`src/rtl/pin_evt_pkg.sv`:
```
package pin_evt_pkg;
  localparam int TRIG_LSB = 3;
  localparam int RATE_LSB = 5;
  localparam int DBEN_BIT = 8;
  localparam int RATE_W   = 3;
  localparam int CNT_W    = 1 << RATE_W;

  typedef enum logic [1:0] {
    TRIG_OFF  = 2'd0,
    TRIG_RISE = 2'd1,
    TRIG_FALL = 2'd2,
    TRIG_BOTH = 2'd3
  } trig_e;

  // number of ticks the new level must hold
  function automatic logic [CNT_W:0] hold_ticks(input logic [RATE_W-1:0] expo);
    return (CNT_W+1)'(1) << expo;
  endfunction

  function automatic logic edge_hit(input trig_e t, input logic prev, input logic cur);
    return (t[0] & ~prev & cur) | (t[1] & prev & ~cur);
  endfunction
endpackage

```
`src/rtl/pin_sync.sv`:
```
module pin_sync #(
  parameter int STAGES = 2
) (
  input  logic clk,
  input  logic rst_n,
  input  logic d,
  output logic q
);
  logic [STAGES-1:0] chain;

  always_ff @(posedge clk) begin
    if (!rst_n) chain <= '0;
    else        chain <= {chain[STAGES-2:0], d};
  end

  assign q = chain[STAGES-1];
endmodule

```
`src/rtl/pin_debounce.sv`:
```
module pin_debounce
  import pin_evt_pkg::*;
(
  input  logic              clk,
  input  logic              rst_n,
  input  logic              sync_in,
  input  logic              deb_en,
  input  logic [RATE_W-1:0] expo,
  input  logic              ms_tick,
  output logic              filt_out,
  output logic              reload_o
);
  logic [RATE_W:0]  cfg_now, cfg_q;
  logic [CNT_W:0]   run_cnt, run_nxt;
  logic             differs;

  // exponent only counts while filtering is on
  assign cfg_now  = deb_en ? {1'b1, expo} : '0;
  assign reload_o = (cfg_now != cfg_q);
  assign differs  = (sync_in != filt_out);
  assign run_nxt  = run_cnt + 1'b1;

  always_ff @(posedge clk) begin
    if (!rst_n) begin
      cfg_q    <= '0;
      filt_out <= 1'b0;
      run_cnt  <= '0;
    end else begin
      cfg_q <= cfg_now;
      if (reload_o || !deb_en) begin
        filt_out <= sync_in;
        run_cnt  <= '0;
      end else if (!differs) begin
        run_cnt <= '0;
      end else if (ms_tick) begin
        if (run_nxt == hold_ticks(expo)) begin
          filt_out <= sync_in;
          run_cnt  <= '0;
        end else begin
          run_cnt <= run_nxt;
        end
      end
    end
  end
endmodule

```
`src/rtl/pin_edge_gen.sv`:
```
module pin_edge_gen
  import pin_evt_pkg::*;
(
  input  logic  clk,
  input  logic  rst_n,
  input  trig_e trig,
  input  logic  level,
  input  logic  reload,
  output logic  evt
);
  logic prev_q, quiet_q;

  always_ff @(posedge clk) begin
    if (!rst_n) begin
      prev_q  <= 1'b0;
      quiet_q <= 1'b0;
    end else begin
      prev_q  <= level;
      quiet_q <= reload;
    end
  end

  assign evt = edge_hit(trig, prev_q, level) & ~quiet_q;
endmodule

```
`src/rtl/pin_edge_detector.sv`:
```
module pin_edge_detector
  import pin_evt_pkg::*;
#(
  parameter int CTRL_W      = 32,
  parameter int SYNC_STAGES = 2
) (
  input  logic              clk,
  input  logic              rst_n,
  input  logic [CTRL_W-1:0] ctrl_word,
  input  logic              ms_tick,
  input  logic              pad_in,
  output logic              level_out,
  output logic              edge_evt
);
  logic              sync_w;
  logic              reload_w;
  logic              deb_en_w;
  logic [RATE_W-1:0] expo_w;
  trig_e             trig_w;

  assign deb_en_w = ctrl_word[DBEN_BIT];
  assign expo_w   = ctrl_word[RATE_LSB +: RATE_W];
  assign trig_w   = trig_e'(ctrl_word[TRIG_LSB +: 2]);

  pin_sync #(.STAGES(SYNC_STAGES)) u_sync (
    .clk(clk), .rst_n(rst_n), .d(pad_in), .q(sync_w)
  );

  pin_debounce u_deb (
    .clk(clk), .rst_n(rst_n), .sync_in(sync_w), .deb_en(deb_en_w),
    .expo(expo_w), .ms_tick(ms_tick), .filt_out(level_out), .reload_o(reload_w)
  );

  pin_edge_gen u_edge (
    .clk(clk), .rst_n(rst_n), .trig(trig_w), .level(level_out),
    .reload(reload_w), .evt(edge_evt)
  );
endmodule

```
`config.mk`:
```
export PLATFORM = sky130hd
export DESIGN_NAME = pin_edge_detector
export DESIGN_NICKNAME = d
export VERILOG_FILES = /design/src/rtl/pin_evt_pkg.sv /design/src/rtl/pin_sync.sv /design/src/rtl/pin_debounce.sv /design/src/rtl/pin_edge_gen.sv /design/src/rtl/pin_edge_detector.sv
export SDC_FILE = /design/constraint.sdc
export NUM_CORES = 1
export LEC_CHECK = 0
export BUFFER_PORTS_ARGS = -buffer_cell sky130_fd_sc_hd__buf_2
export CORE_ASPECT_RATIO = 1.25
export CORE_MARGIN = 4
export CORE_UTILIZATION = 53
export DETAILED_ROUTE_END_ITERATION = 16
export GPL_TIMING_DRIVEN = 1
export PLACE_DENSITY = 0.83
export SLEW_MARGIN = 5
export SYNTH_ARGS = -nofsm -noshare
export SYNTH_HDL_FRONTEND = slang
export SYNTH_HIERARCHICAL = 1
export SYNTH_SLANG_ARGS = --single-unit
```
`constraint.sdc`:
```
create_clock -name clk -period 5.9 [get_ports clk]
set_input_delay 0.885 -clock clk [delete_from_list [all_inputs] [get_ports clk]]
set_output_delay 0.885 -clock clk [all_outputs]
set_load 0.05 [all_outputs]
```
== Word level (Yosys, flattened, before mapping) ==
Cells that the tools add are included.

* Add/sub/neg operators: 1
* Equal/unequal tests: 3
* Shift-type cells: 1
* Muxes and demuxes: 6
* Bitwise operators: 11
* Reduce and logical (&&, ||, !) cells: 7

{| class="wikitable"
|+ Operators by type and width
! kind !! number
|-
| adder 9 x 1 -> 9 bit (second input constant) || 1
|-
| == test 9 bit || 1
|-
| two-way mux 9 bit || 1
|-
| left shift 1 x 3 -> 9 bit (first input constant) || 1
|-
| nonzero test 2 bit || 3
|-
| bitwise AND 1 bit || 5
|-
| NOT 1 bit || 5
|-
| two-way mux 1 bit || 4
|-
| two-way mux 4 bit || 1
|-
| inequality test 4 bit || 1
|-
| AND reduction 3 bit || 1
|-
| OR reduction 3 bit || 1
|-
| zero test 1 bit || 1
|-
| logical OR 1 bit || 1
|-
| inequality test 1 bit || 1
|-
| OR 1 bit || 1
|}

* Register bits after elaboration: 18
* Input port bits: 36
* Output and inout bits: 2
* Word-level logic and storage cells: 35

== Depth between registers and ports, before layout ==
Gate-level depths: netlist of run 1.

* Depth after elaboration: 6
* Depth in mapped cells: 8
* Gate-level depth less buffers: 8

== Cells and area by module ==
Netlist of run 1, hierarchy kept.

{| class="wikitable"
|+ By module, submodules not included
! module !! times used !! cells each !! area each (um^2) !! seq. area each (um^2)
|-
| pin_debounce || 1 || 125 || 1,022.2 || 280.3
|-
| pin_edge_gen || 1 || 7 || 73.8 || 40.0
|-
| pin_sync || 1 || 4 || 52.6 || 40.0
|}

== Worst setup path before layout of run 1 ==
Ideal clock, no wire load.

* Path type: input -> output
* From: in ctrl_word[3]
* To: out edge_evt
* Arrival: 1.741 ns
* Required time: 5.015 ns
* Slack: 3.274 ns
* Stages: 2
* Path buffers: 0
* Cells stage by stage: nand3b_1 a21oi_1

* Word-level cells in the longest chain between the ends: 4

{| class="wikitable"
|+ Ends and longest elaborated chain
! what !! RTL line !! text
|-
| from (decl) || pin_edge_detector.sv:9 || <nowiki>input logic [CTRL_W-1:0] ctrl_word,</nowiki>
|-
| bitwise AND 1 bit (2 in series) || pin_evt_pkg.sv:21 || <nowiki>return (t[0] & ~prev & cur) | (t[1] & prev & ~cur);</nowiki>
|-
| OR 1 bit || pin_evt_pkg.sv:21 ||
|-
| bitwise AND 1 bit || pin_edge_gen.sv:23 || <nowiki>assign evt = edge_hit(trig, prev_q, level) & ~quiet_q;</nowiki>
|-
| to (decl) || pin_edge_detector.sv:13 || <nowiki>output logic edge_evt</nowiki>
|}

No other way between the ends.

== Worst setup path after layout of run 1 ==
* From: in ctrl_word[6]
* To: reg u_deb.run_cnt[7]

* Word-level cells in the longest chain between the ends: 4
* Elaborated cells on any way between the ends: 7
* Classes of those cells: 2 x eq/ne; 1 x shift; 2 x mux; 2 x reduce/logical

{| class="wikitable"
|+ Ends and longest elaborated chain
! what !! RTL line !! text
|-
| two-way mux 4 bit || pin_debounce.sv:18 || <nowiki>assign cfg_now = deb_en ? {1'b1, expo} : '0;</nowiki>
|-
| inequality test 4 bit || pin_debounce.sv:19 || <nowiki>assign reload_o = (cfg_now != cfg_q);</nowiki>
|-
| logical OR 1 bit || pin_debounce.sv:30 || <nowiki>if (reload_o || !deb_en) begin</nowiki>
|-
| OR reduction 3 bit (no source line) || -- ||
|-
| to (signal assigned) || pin_debounce.sv:40 || <nowiki>run_cnt <= run_nxt;</nowiki>
|-
| to (decl) || pin_debounce.sv:14 || <nowiki>logic [CNT_W:0] run_cnt, run_nxt;</nowiki>
|}

Parallel ways exist; a longest one is shown, timed or not.
A chain may end at the register's enable or synchronous reset.

==> results of run 1 <==
[where the power goes]
part / total [W] / switching [W] / leakage [nW] / internal [W]
Clock: 0.0000740 / 0.0000364 / 0.0210 / 0.0000375
Sequential: 0.000126 / 0.00000168 / 0.147 / 0.000124
Combinational: 0.0000283 / 0.0000163 / 0.293 / 0.0000119
[per-layer routing]
metal,GRT usage (%),routed length [um],vias up,part of all wire (%)
met1,20.2,1040,500,43
met5,0,0,-,0
met4,5.53,9,0,0.37
met2,33.1,1260,26,52
li1,-,-,538,-
met3,3.24,93,2,3.9
[state kept, by name (all words and copies together) (netlist names)]
register,count
u_deb/filt_out,1
u_deb/cfg_q,4
u_edge/prev_q,1
u_sync/chain,2
u_deb/run_cnt,9
u_edge/quiet_q,1
[stage by stage]
step                util (%)  hold WS (ns)  cell area [um^2]  worst slack (ns)  cells
CTS                     61.0         0.450              1240              3.24    167
global route            61.0         0.472              1240              2.97    167
floorplan                  -         0.412              1150              3.27    136
global placement        59.2         0.417              1200              3.01    163
detailed placement      59.2         0.426              1200              2.96    163
finish                  61.0         0.445              1240              3.22    167
[final cells by class]
class | instances | area (um^2)
clock buffers | 4 | 36.3
fillers | 184 | 791
inverters | 3 | 11.3
multi-input cells | 111 | 748
flip-flops and latches | 18 | 360
well taps | 20 | 25.0
repair buffers | 11 | 55.1
[Yosys cell counts, types with 2 or more instances]
| library cell | number |
|---|---|
| o21ai_0 | 7 |
| a21oi_1 | 11 |
| nand3b_1 | 6 |
| nor4_1 | 4 |
| o21ai_1 | 2 |
| and3_2 | 2 |
| and3b_1 | 2 |
| nand3_1 | 9 |
| nand4_1 | 2 |
| inv_1 | 3 |
| dfxtp_1 | 18 |
| xnor2_1 | 3 |
| nor3_1 | 3 |
| nor3b_1 | 2 |
| nor2_1 | 9 |
| buf_2 | 3 |
| and2_1 | 5 |
| and3_1 | 4 |
| xor2_1 | 6 |
| nand4b_1 | 2 |
| nand2_1 | 8 |
| mux2i_1 | 2 |
[path summary, 6_finish.rpt]
path,from,slack (ns),endpoint
worst max-delay path,ctrl_word[6],3.22,u_deb/run_cnt[7]
worst min-delay path,u_sync/chain[0],0.45,u_sync/chain[1]
worst max register to register,u_deb/run_cnt[0],3.23,u_deb/run_cnt[7]
worst min register to register,u_sync/chain[0],0.45,u_sync/chain[1]
[cells by family after synthesis]
kind of cell / Yosys count
adders and majority gates: 1
AOI/OAI and AO/OA: 34
muxes: 3
xor gates and xnor gates: 9
buffers and inverters: 7
and+or+nand+nor: 64
DFF: 18
==> impl_metrics.py, run 1 <==
metrics = {
    "outcome": {
        "status": "completed",
    },
    "clock_tree": {
        "post_cts_buffers": 0,
        "clkLatencyLatePin_ns": 0.29,
        "cts-root-buf": "clkbuf_4",
        "cts_tree": "done",
        "cts.repair.resized": 0,
        "h-tree-depth": 1,
        "clk_path_buf_depth": 2,
        "postCtsHoldBufs": 0,
        "path_clk_slew_ns": 0.10,
        "cts.sinks": 18,
        "cts_buffers": 3,
    },
    "hold_path": {
        "worstHoldPathType": "reg -> reg",
        "hold_path_depth": 1,
    },
    "yosys": {
        "ys_warn_count": 6,
        "yosysTopAreaCell": "dfxtp_1",
        "synth_compound_area_share_pct": 21.4,
        "synthCells": 136,
        "synthMuxAreaShare_pct": 2.72,
        "synth-simple-area-share_pct": 33.1,
        "synth_cell_type_count": 45,
        "synth_edf_count": 0,
        "netlist_top_cells_area": "dfxtp_1 31%, a21oi_1 4.8%, xor2_1 4.6%, nand3_1 3.9%, nand3b_1 3.9%",
        "ys_seq_area_share_pct": 31.4,
        "ys_ff_latch": 18,
        "syn_area_per_cell_um2": 8.45,
        "syn_nets": 173,
        "synth_xor_area_share_pct": 6.86,
        "synthAdderAreaFrac_pct": 1.09,
        "synth_top_family_by_area": "simple AND/OR/NAND/NOR gates",
        "ys_async_sr_fraction_pct": 0,
        "yosysTopAreaCellShare_pct": 31.4,
        "synthesis.area_mm2": 0.00115,
        "synth_ff_type": "dfxtp_1",
    },
    "global_routing": {
        "grt_pass1_wl_um": 4150,
        "grt_pass1_vias": 973,
        "overflow": 0,
        "antenna_found_initial": 0,
        "grt_max_degree": 14,
        "grt_use_total_pct": 17.7,
    },
    "sta": {
        "finalMaxSlewViolations": 0,
        "period_share_pct": 45.4,
        "setup_tns_ns": 0,
        "max_slew.worst_pin.slew_ns": 0.492,
        "setup_viol": 0,
        "fmax_mhz": 373,
        "fin_skew_ns": 0.00674,
        "timing.final.crit_period_ns": 2.68,
        "rsz0062_at_grt": "no",
        "max_slew_margin_pct": 67.0,
        "final_hold_viol_count": 0,
    },
    "place": {
        "dpl.hpwl_um": 1840,
        "io_buffers": 11,
        "place.gp.congestion": 0.806,
    },
    "drt": {
        "vias": 1066,
        "drt-initial-drc-count": 33,
        "drc": 0,
        "wl_um": 2410,
        "routedWlPerCell_um": 14.4,
        "antenna_left": 0,
        "via_per_inst": 6.38,
        "firstDrtPassIters": 5,
    },
    "worst_setup_path": {
        "slowest_stage": "or4b_4",
        "cp_data_arrival_time_ns": 2.84,
        "worstPathCellList": "buf_2 -> nand3_1 -> xor2_1 -> or4b_4 -> a2111oi_4 -> nand2_2 -> nor2_1 -> nor4_1",
        "path_depth": 8,
        "slowest_delay_ns": 0.50,
        "crit_fanout": 13,
        "worst_setup_path_start_kind": "primary input",
        "crit_buf_inv": 1,
        "r2r_cells": 8,
        "cp.required_ns": 6.06,
        "end_kind": "flip-flop",
        "path_delay_family": "simple AND/OR/NAND/NOR gates",
        "crit_type": "in -> reg",
    },
    "power_and_ir_drop": {
        "fin_total_pwr_w": 0.000228,
        "p_per_area_mw_per_mm2": 185,
        "peakVddDrop_v": 0.000131,
        "p_leak_nw": 0.461,
    },
    "final_layout": {
        "drive_gt1_share_pct": 19.0,
        "finalNetCount": 185,
        "final_cell_mix": "18 x dfxtp_1, 11 x buf_2, 11 x a21oi_1",
        "final_common_cell": "dfxtp_1",
        "diodes": 0,
        "syn_to_final_growth_pct": 7.63,
    },
    "run": {
        "cap_violations": 0,
    },
    "floorplan": {
        "core_mm2": 0.00203,
        "ios": 38,
        "row_count": 18,
        "dieHeight_um": 60.1,
        "initial_core_util_pct": 56.7,
        "dieArea_mm2": 0.00298,
        "die_w_um": 49.6,
    },
}
(Power assumes the default switching activity.)
==> run 2: changes to the inputs <==
--- a/config.mk
+++ b/config.mk
@@ -8,10 +8,10 @@
 export BUFFER_PORTS_ARGS = -buffer_cell sky130_fd_sc_hd__buf_2
 export CORE_ASPECT_RATIO = 1.25
 export CORE_MARGIN = 4
-export CORE_UTILIZATION = 53
+export CORE_UTILIZATION = 49
 export DETAILED_ROUTE_END_ITERATION = 16
 export GPL_TIMING_DRIVEN = 1
-export PLACE_DENSITY = 0.83
+export PLACE_DENSITY = 0.78
 export SLEW_MARGIN = 5
 export SYNTH_ARGS = -nofsm -noshare
 export SYNTH_HDL_FRONTEND = slang
==> constraint.sdc (replaced) <==
create_clock -name clk -period 2.7 [get_ports clk]
set_input_delay 0.405 -clock clk [delete_from_list [all_inputs] [get_ports clk]]
set_output_delay 0.405 -clock clk [all_outputs]
set_load 0.05 [all_outputs]
==> run 2 against run 1 <==
  * Sequential power grew 120%
  * Register-to-register slack lost 3.0 ns
  * Critical path depth is the same
  * Worst setup slack lost 3.0 ns
  * Core utilization shrank 3.8 points
  * Via count grew 3.7%
  * Critical path type is now reg -> reg
  * Largest power group unchanged
==> impl_metrics.py, run 2 (synthesis gave the netlist of run 1 again) <==
metrics = {
    "outcome": {
        "status": "completed",
    },
    "drt": {
        "wl_um": 2530,
        "firstDrtPassIters": 4,
        "via_per_inst": 6.14,
        "routedWlPerCell_um": 14.1,
        "drt-initial-drc-count": 21,
        "drc": 0,
        "antenna_left": 0,
        "vias": 1105,
    },
    "sta": {
        "layout_setup_ws_ns": 0.255,
        "timing.final.crit_period_ns": 2.44,
        "fmax_mhz": 409,
        "setup_tns_ns": 0,
        "max_slew.worst_pin.slew_ns": 0.499,
        "fin_skew_ns": 0.00857,
        "period_share_pct": 90.6,
        "setup_viol": 0,
        "final_hold_viol_count": 0,
        "finalMaxSlewViolations": 0,
        "rsz0062_at_grt": "no",
        "max_slew_margin_pct": 66.7,
    },
    "final_layout": {
        "regMostFlops": "u_deb/run_cnt",
        "final_common_cell": "dfxtp_1",
        "fin_cells": 180,
        "drive_gt1_share_pct": 20.1,
        "seq_area_um2": 360,
        "syn_to_final_growth_pct": 10.1,
        "finalNetCount": 187,
        "diodes": 0,
        "reg_top3": "u_deb/run_cnt: 9 flops, u_deb/cfg_q: 4 flops, u_sync/chain: 2 flops",
        "fill_cells": 235,
        "final_cell_mix": "18 x dfxtp_1, 11 x buf_2, 11 x a21oi_1",
        "multi_input_area_um2": 748,
        "largest_reg_flops": 9,
    },
    "clock_tree": {
        "clk_path_buf_depth": 2,
        "cts.sinks": 18,
        "cts_buffers": 3,
        "postCtsHoldBufs": 0,
        "post_cts_buffers": 0,
        "clkLatencyLatePin_ns": 0.30,
        "cts_tree": "done",
        "path_clk_slew_ns": 0.10,
        "h-tree-depth": 1,
        "cts-root-buf": "clkbuf_4",
        "cts.repair.resized": 0,
    },
    "power_and_ir_drop": {
        "p_leak_nw": 0.471,
        "peakVddDrop_v": 0.000211,
        "p_per_area_mw_per_mm2": 404,
    },
    "run": {
        "cap_violations": 0,
    },
    "place": {
        "place.gp.congestion": 0.874,
        "dp_cells": 176,
        "detailedPlace.worstSlack_ns": 0.241,
        "dpl.hpwl_um": 1870,
        "io_buffers": 11,
    },
    "floorplan": {
        "initial_core_util_pct": 52.0,
        "dieHeight_um": 62.1,
        "ios": 38,
        "die_w_um": 51.3,
        "dieArea_mm2": 0.00319,
        "row_count": 19,
        "core_mm2": 0.00221,
    },
    "global_routing": {
        "grt_max_degree": 14,
        "antenna_found_initial": 0,
        "overflow": 0,
        "grt_pass1_wl_um": 4310,
        "grt_pass1_vias": 1056,
        "grt_use_total_pct": 17.1,
    },
    "hold_path": {
        "worstHoldPathType": "in -> reg",
    },
    "worst_setup_path": {
        "crit_fanout": 7,
        "cp.required_ns": 2.88,
        "end_kind": "flip-flop",
        "cp_data_arrival_time_ns": 2.62,
        "worst_setup_path_start_kind": "flip-flop",
        "crit_type": "reg -> reg",
    },
}
==> run 2: worst max-delay path: stages, from the launching register on <==
cell	delay, ns
dfxtp_1	0.42
ha_1	0.27
nand3_1	0.18
xnor2_1	0.19
mux2_2	0.38
a2111oi_4	0.48
nand2_2	0.18
nor2_1	0.16
nor4_1	0.07
==> run 2: where the power goes <==
part / internal (W) / switching (W) / total [W]
Clock: 0.0000822 / 0.0000904 / 0.000173
Sequential: 0.000272 / 0.00000372 / 0.000275
Combinational: 0.0000262 / 0.0000365 / 0.0000627
==> run 2: area by class of cell <==
type / count / share of cell area [%]
Sequential cell: 18 / 28.5
Inverter: 3 / 0.890
Tap cell: 31 / 3.07
Multi-Input combinational cell: 111 / 59.1
Clock buffer: 4 / 2.87
Timing Repair Buffer: 13 / 5.54
==> run 2: through the flow <==
stage / area (um^2) / hold WS (ns) / total power, W / util, %
4_1_cts: 1260 / 0.295 / 0.000514 / 57.2
6_report: 1260 / 0.301 / 0.000511 / 57.2
2_1_floorplan: 1150 / 0.412 / 0.000327 / -
5_1_grt: 1260 / 0.299 / 0.000533 / 57.2
3_3_place_gp: 1230 / 0.417 / 0.000341 / 55.6
3_5_place_dp: 1230 / 0.424 / 0.000343 / 55.6
==> run 2: final timing paths <==
check | from | end | slack, ns | cells after the start
setup / recovery | u_deb/run_cnt[1] | u_deb/run_cnt[7] | 0.26 | 8
hold / removal | pad_in | u_sync/chain[0] | 0.30 | 2
setup reg to reg | u_deb/run_cnt[1] | u_deb/run_cnt[7] | 0.26 | 8
hold reg to reg | u_sync/chain[0] | u_sync/chain[1] | 0.45 | 1
==> run 2: metal layers <==
layer  routed length, um  global-route usage, %
met2                1330                   30.3
met4                  55                   9.18
met3                  93                   2.39
met1                1050                   19.1
met5                   0                      0
==> run 3: changes to the inputs <==
--- a/config.mk
+++ b/config.mk
@@ -6,12 +6,15 @@
 export NUM_CORES = 1
 export LEC_CHECK = 0
 export BUFFER_PORTS_ARGS = -buffer_cell sky130_fd_sc_hd__buf_2
+export CELL_PAD_IN_SITES_DETAIL_PLACEMENT = 1
+export CELL_PAD_IN_SITES_GLOBAL_PLACEMENT = 2
 export CORE_ASPECT_RATIO = 1.25
 export CORE_MARGIN = 4
-export CORE_UTILIZATION = 49
+export CORE_UTILIZATION = 28
 export DETAILED_ROUTE_END_ITERATION = 16
 export GPL_TIMING_DRIVEN = 1
-export PLACE_DENSITY = 0.78
+export PLACE_DENSITY_LB_ADDON = 0.1
+export SETUP_SLACK_MARGIN = 0.3
 export SLEW_MARGIN = 5
 export SYNTH_ARGS = -nofsm -noshare
 export SYNTH_HDL_FRONTEND = slang
==> run 3 against run 2 <==
  * Worst setup slack improved by 0.17 ns
  * Via count down 1.5%
  * Routed wire length up 25%
  * Largest power group unchanged
==> impl_metrics.py, run 3 (synthesis gave the netlist of run 1 again) <==
metrics = {
    "hold_path": {
        "min_to": "u_sync/chain[0]",
        "worstHoldPathType": "in -> reg",
        "worstHoldStart": "pad_in",
        "hold_path_depth": 2,
    },
    "drt": {
        "via_per_inst": 5.28,
        "firstDrtPassIters": 4,
        "routedWlPerCell_um": 15.4,
        "drc": 0,
        "antenna_left": 0,
        "wl_um": 3170,
        "drt-initial-drc-count": 44,
        "vias": 1088,
    },
    "final_layout": {
        "reg_top3": "u_deb/run_cnt: 9 flops, u_deb/cfg_q: 4 flops, u_sync/chain: 2 flops",
        "fill_cells": 490,
        "largest_reg_flops": 9,
        "seq_area_um2": 362,
        "regMostFlops": "u_deb/run_cnt",
        "finalNetCount": 190,
        "design_area_mm2": 0.00138,
        "syn_to_final_growth_pct": 20.4,
        "multi_input_area_um2": 795,
        "final_cell_mix": "17 x dfxtp_1, 11 x buf_2, 11 x a21oi_1",
        "drive_gt1_share_pct": 27.0,
        "diodes": 0,
        "final_common_cell": "dfxtp_1",
        "post-route-util_pct": 35.6,
    },
    "clock_tree": {
        "cts.sinks": 18,
        "cts_tree": "done",
        "h-tree-depth": 1,
        "clk_path_buf_depth": 2,
        "path_clk_slew_ns": 0.08,
        "clkLatencyLatePin_ns": 0.25,
        "post_cts_buffers": 0,
        "cts-root-buf": "clkbuf_8",
        "postCtsHoldBufs": 0,
        "cts_buffers": 3,
    },
    "floorplan": {
        "core_mm2": 0.00388,
        "die_w_um": 65.3,
        "ios": 38,
        "dieHeight_um": 79.6,
        "initial_core_util_pct": 29.6,
        "row_count": 25,
        "dieArea_mm2": 0.00520,
    },
    "place": {
        "io_buffers": 11,
        "place.gp.congestion": 0.736,
        "dpl.hpwl_um": 2400,
        "placed_area_mm2": 0.00128,
    },
    "power_and_ir_drop": {
        "p_per_area_mw_per_mm2": 410,
        "fin_total_pwr_w": 0.000567,
        "peakVddDrop_v": 0.000117,
        "p_leak_nw": 0.502,
    },
    "global_routing": {
        "grt_max_degree": 14,
        "grt_use_total_pct": 13.2,
        "overflow": 0,
        "grt_pass1_vias": 1091,
        "grt_pass1_wl_um": 5490,
        "antenna_found_initial": 0,
    },
    "sta": {
        "max_slew_margin_pct": 62.4,
        "period_share_pct": 84.2,
        "rsz0062_at_grt": "no",
        "timing.final.crit_period_ns": 2.27,
        "holdWs_ns": 0.352,
        "final_hold_viol_count": 0,
        "setup_tns_ns": 0,
        "fin_skew_ns": 0.00510,
        "finalMaxSlewViolations": 0,
        "setup_viol": 0,
        "max_slew.worst_pin.slew_ns": 0.559,
        "fmax_mhz": 440,
    },
    "worst_setup_path": {
        "worst_setup_path_start_kind": "flip-flop",
        "r2r-start": "u_deb/run_cnt[1]",
        "crit_type": "reg -> reg",
        "cp_data_arrival_time_ns": 2.44,
        "r2r_cells": 8,
        "rr_endpoint": "u_deb/filt_out",
        "ff2ff_setup_slack_ns": 0.43,
        "end_kind": "flip-flop",
        "cp.required_ns": 2.86,
        "crit_fanout": 7,
    },
    "outcome": {
        "status": "completed",
    },
    "run": {
        "cap_violations": 0,
    },
}
-- run 3: cell types whose count changed in the layout (fill, tap and decap cells not counted), sizes merged --
cell,before,now
buf,13,16
-- run 3: how the worst max path moves through the flow --
| stage | from | endpoint | slack (ns) | cells after the start |
|---|---|---|---|---|
| 4_1_cts | u_deb/run_cnt[1] | u_deb/run_cnt[6] | 0.33 | 8 |
| 2_1_floorplan | u_deb/run_cnt[0] | u_deb/run_cnt[6] | 0.43 | 8 |
| 5_1_grt | u_deb/run_cnt[2] | u_deb/filt_out | 0.30 | 8 |
| 3_5_place_dp | ctrl_word[6] | u_deb/run_cnt[7] | 0.28 | 9 |
| 3_3_place_gp | ctrl_word[6] | u_deb/run_cnt[7] | 0.30 | 9 |
| 6_report | u_deb/run_cnt[1] | u_deb/filt_out | 0.43 | 8 |
-- run 3: per-layer routing --
layer	vias to the layer above	wire (um)	GRT usage [%]
met5	-	0	0
met4	0	19	3.11
met3	2	64	1.83
met2	8	1730	24.4
met1	535	1360	15.7
li1	543	-	-
-- run 3: per-stage QoR --
stage / std cells / setup slack, ns
after floorplan: 136 / 0.430
after global placement: 202 / 0.305
after detailed placement: 202 / 0.279
after CTS: 206 / 0.332
after global routing: 206 / 0.303
final: 206 / 0.426
-- run 3: area by class of cell --
| cell class | instances | area share [%] |
|---|---|---|
| flip-flops and latches | 18 | 26.2 |
| multi-input cells | 111 | 57.5 |
| clock buffers | 4 | 3.98 |
| well taps | 54 | 4.89 |
| repair buffers | 16 | 6.70 |
| inverters | 3 | 0.814 |
-- run 3: worst max-delay path, stage by stage, from the launching register on --
cell      delay (ns)
dfxtp_2         0.36
ha_2            0.20
nand3_2         0.16
or3_4           0.43
a2111o_1        0.46
o211ai_4        0.18
and2_4          0.22
nand4_1         0.09
o311ai_1        0.10
-- run 3: power by group --
group	switching (W)	total [W]	internal (W)
logic	0.0000396	0.0000680	0.0000284
clock network	0.0000943	0.000224	0.000129
registers	0.00000355	0.000275	0.000271
-- run 3: what timing repair did --
item,in CTS,in global routing
pin swaps,1,1
setup endpoints to repair,3,9
resized for setup,1,9
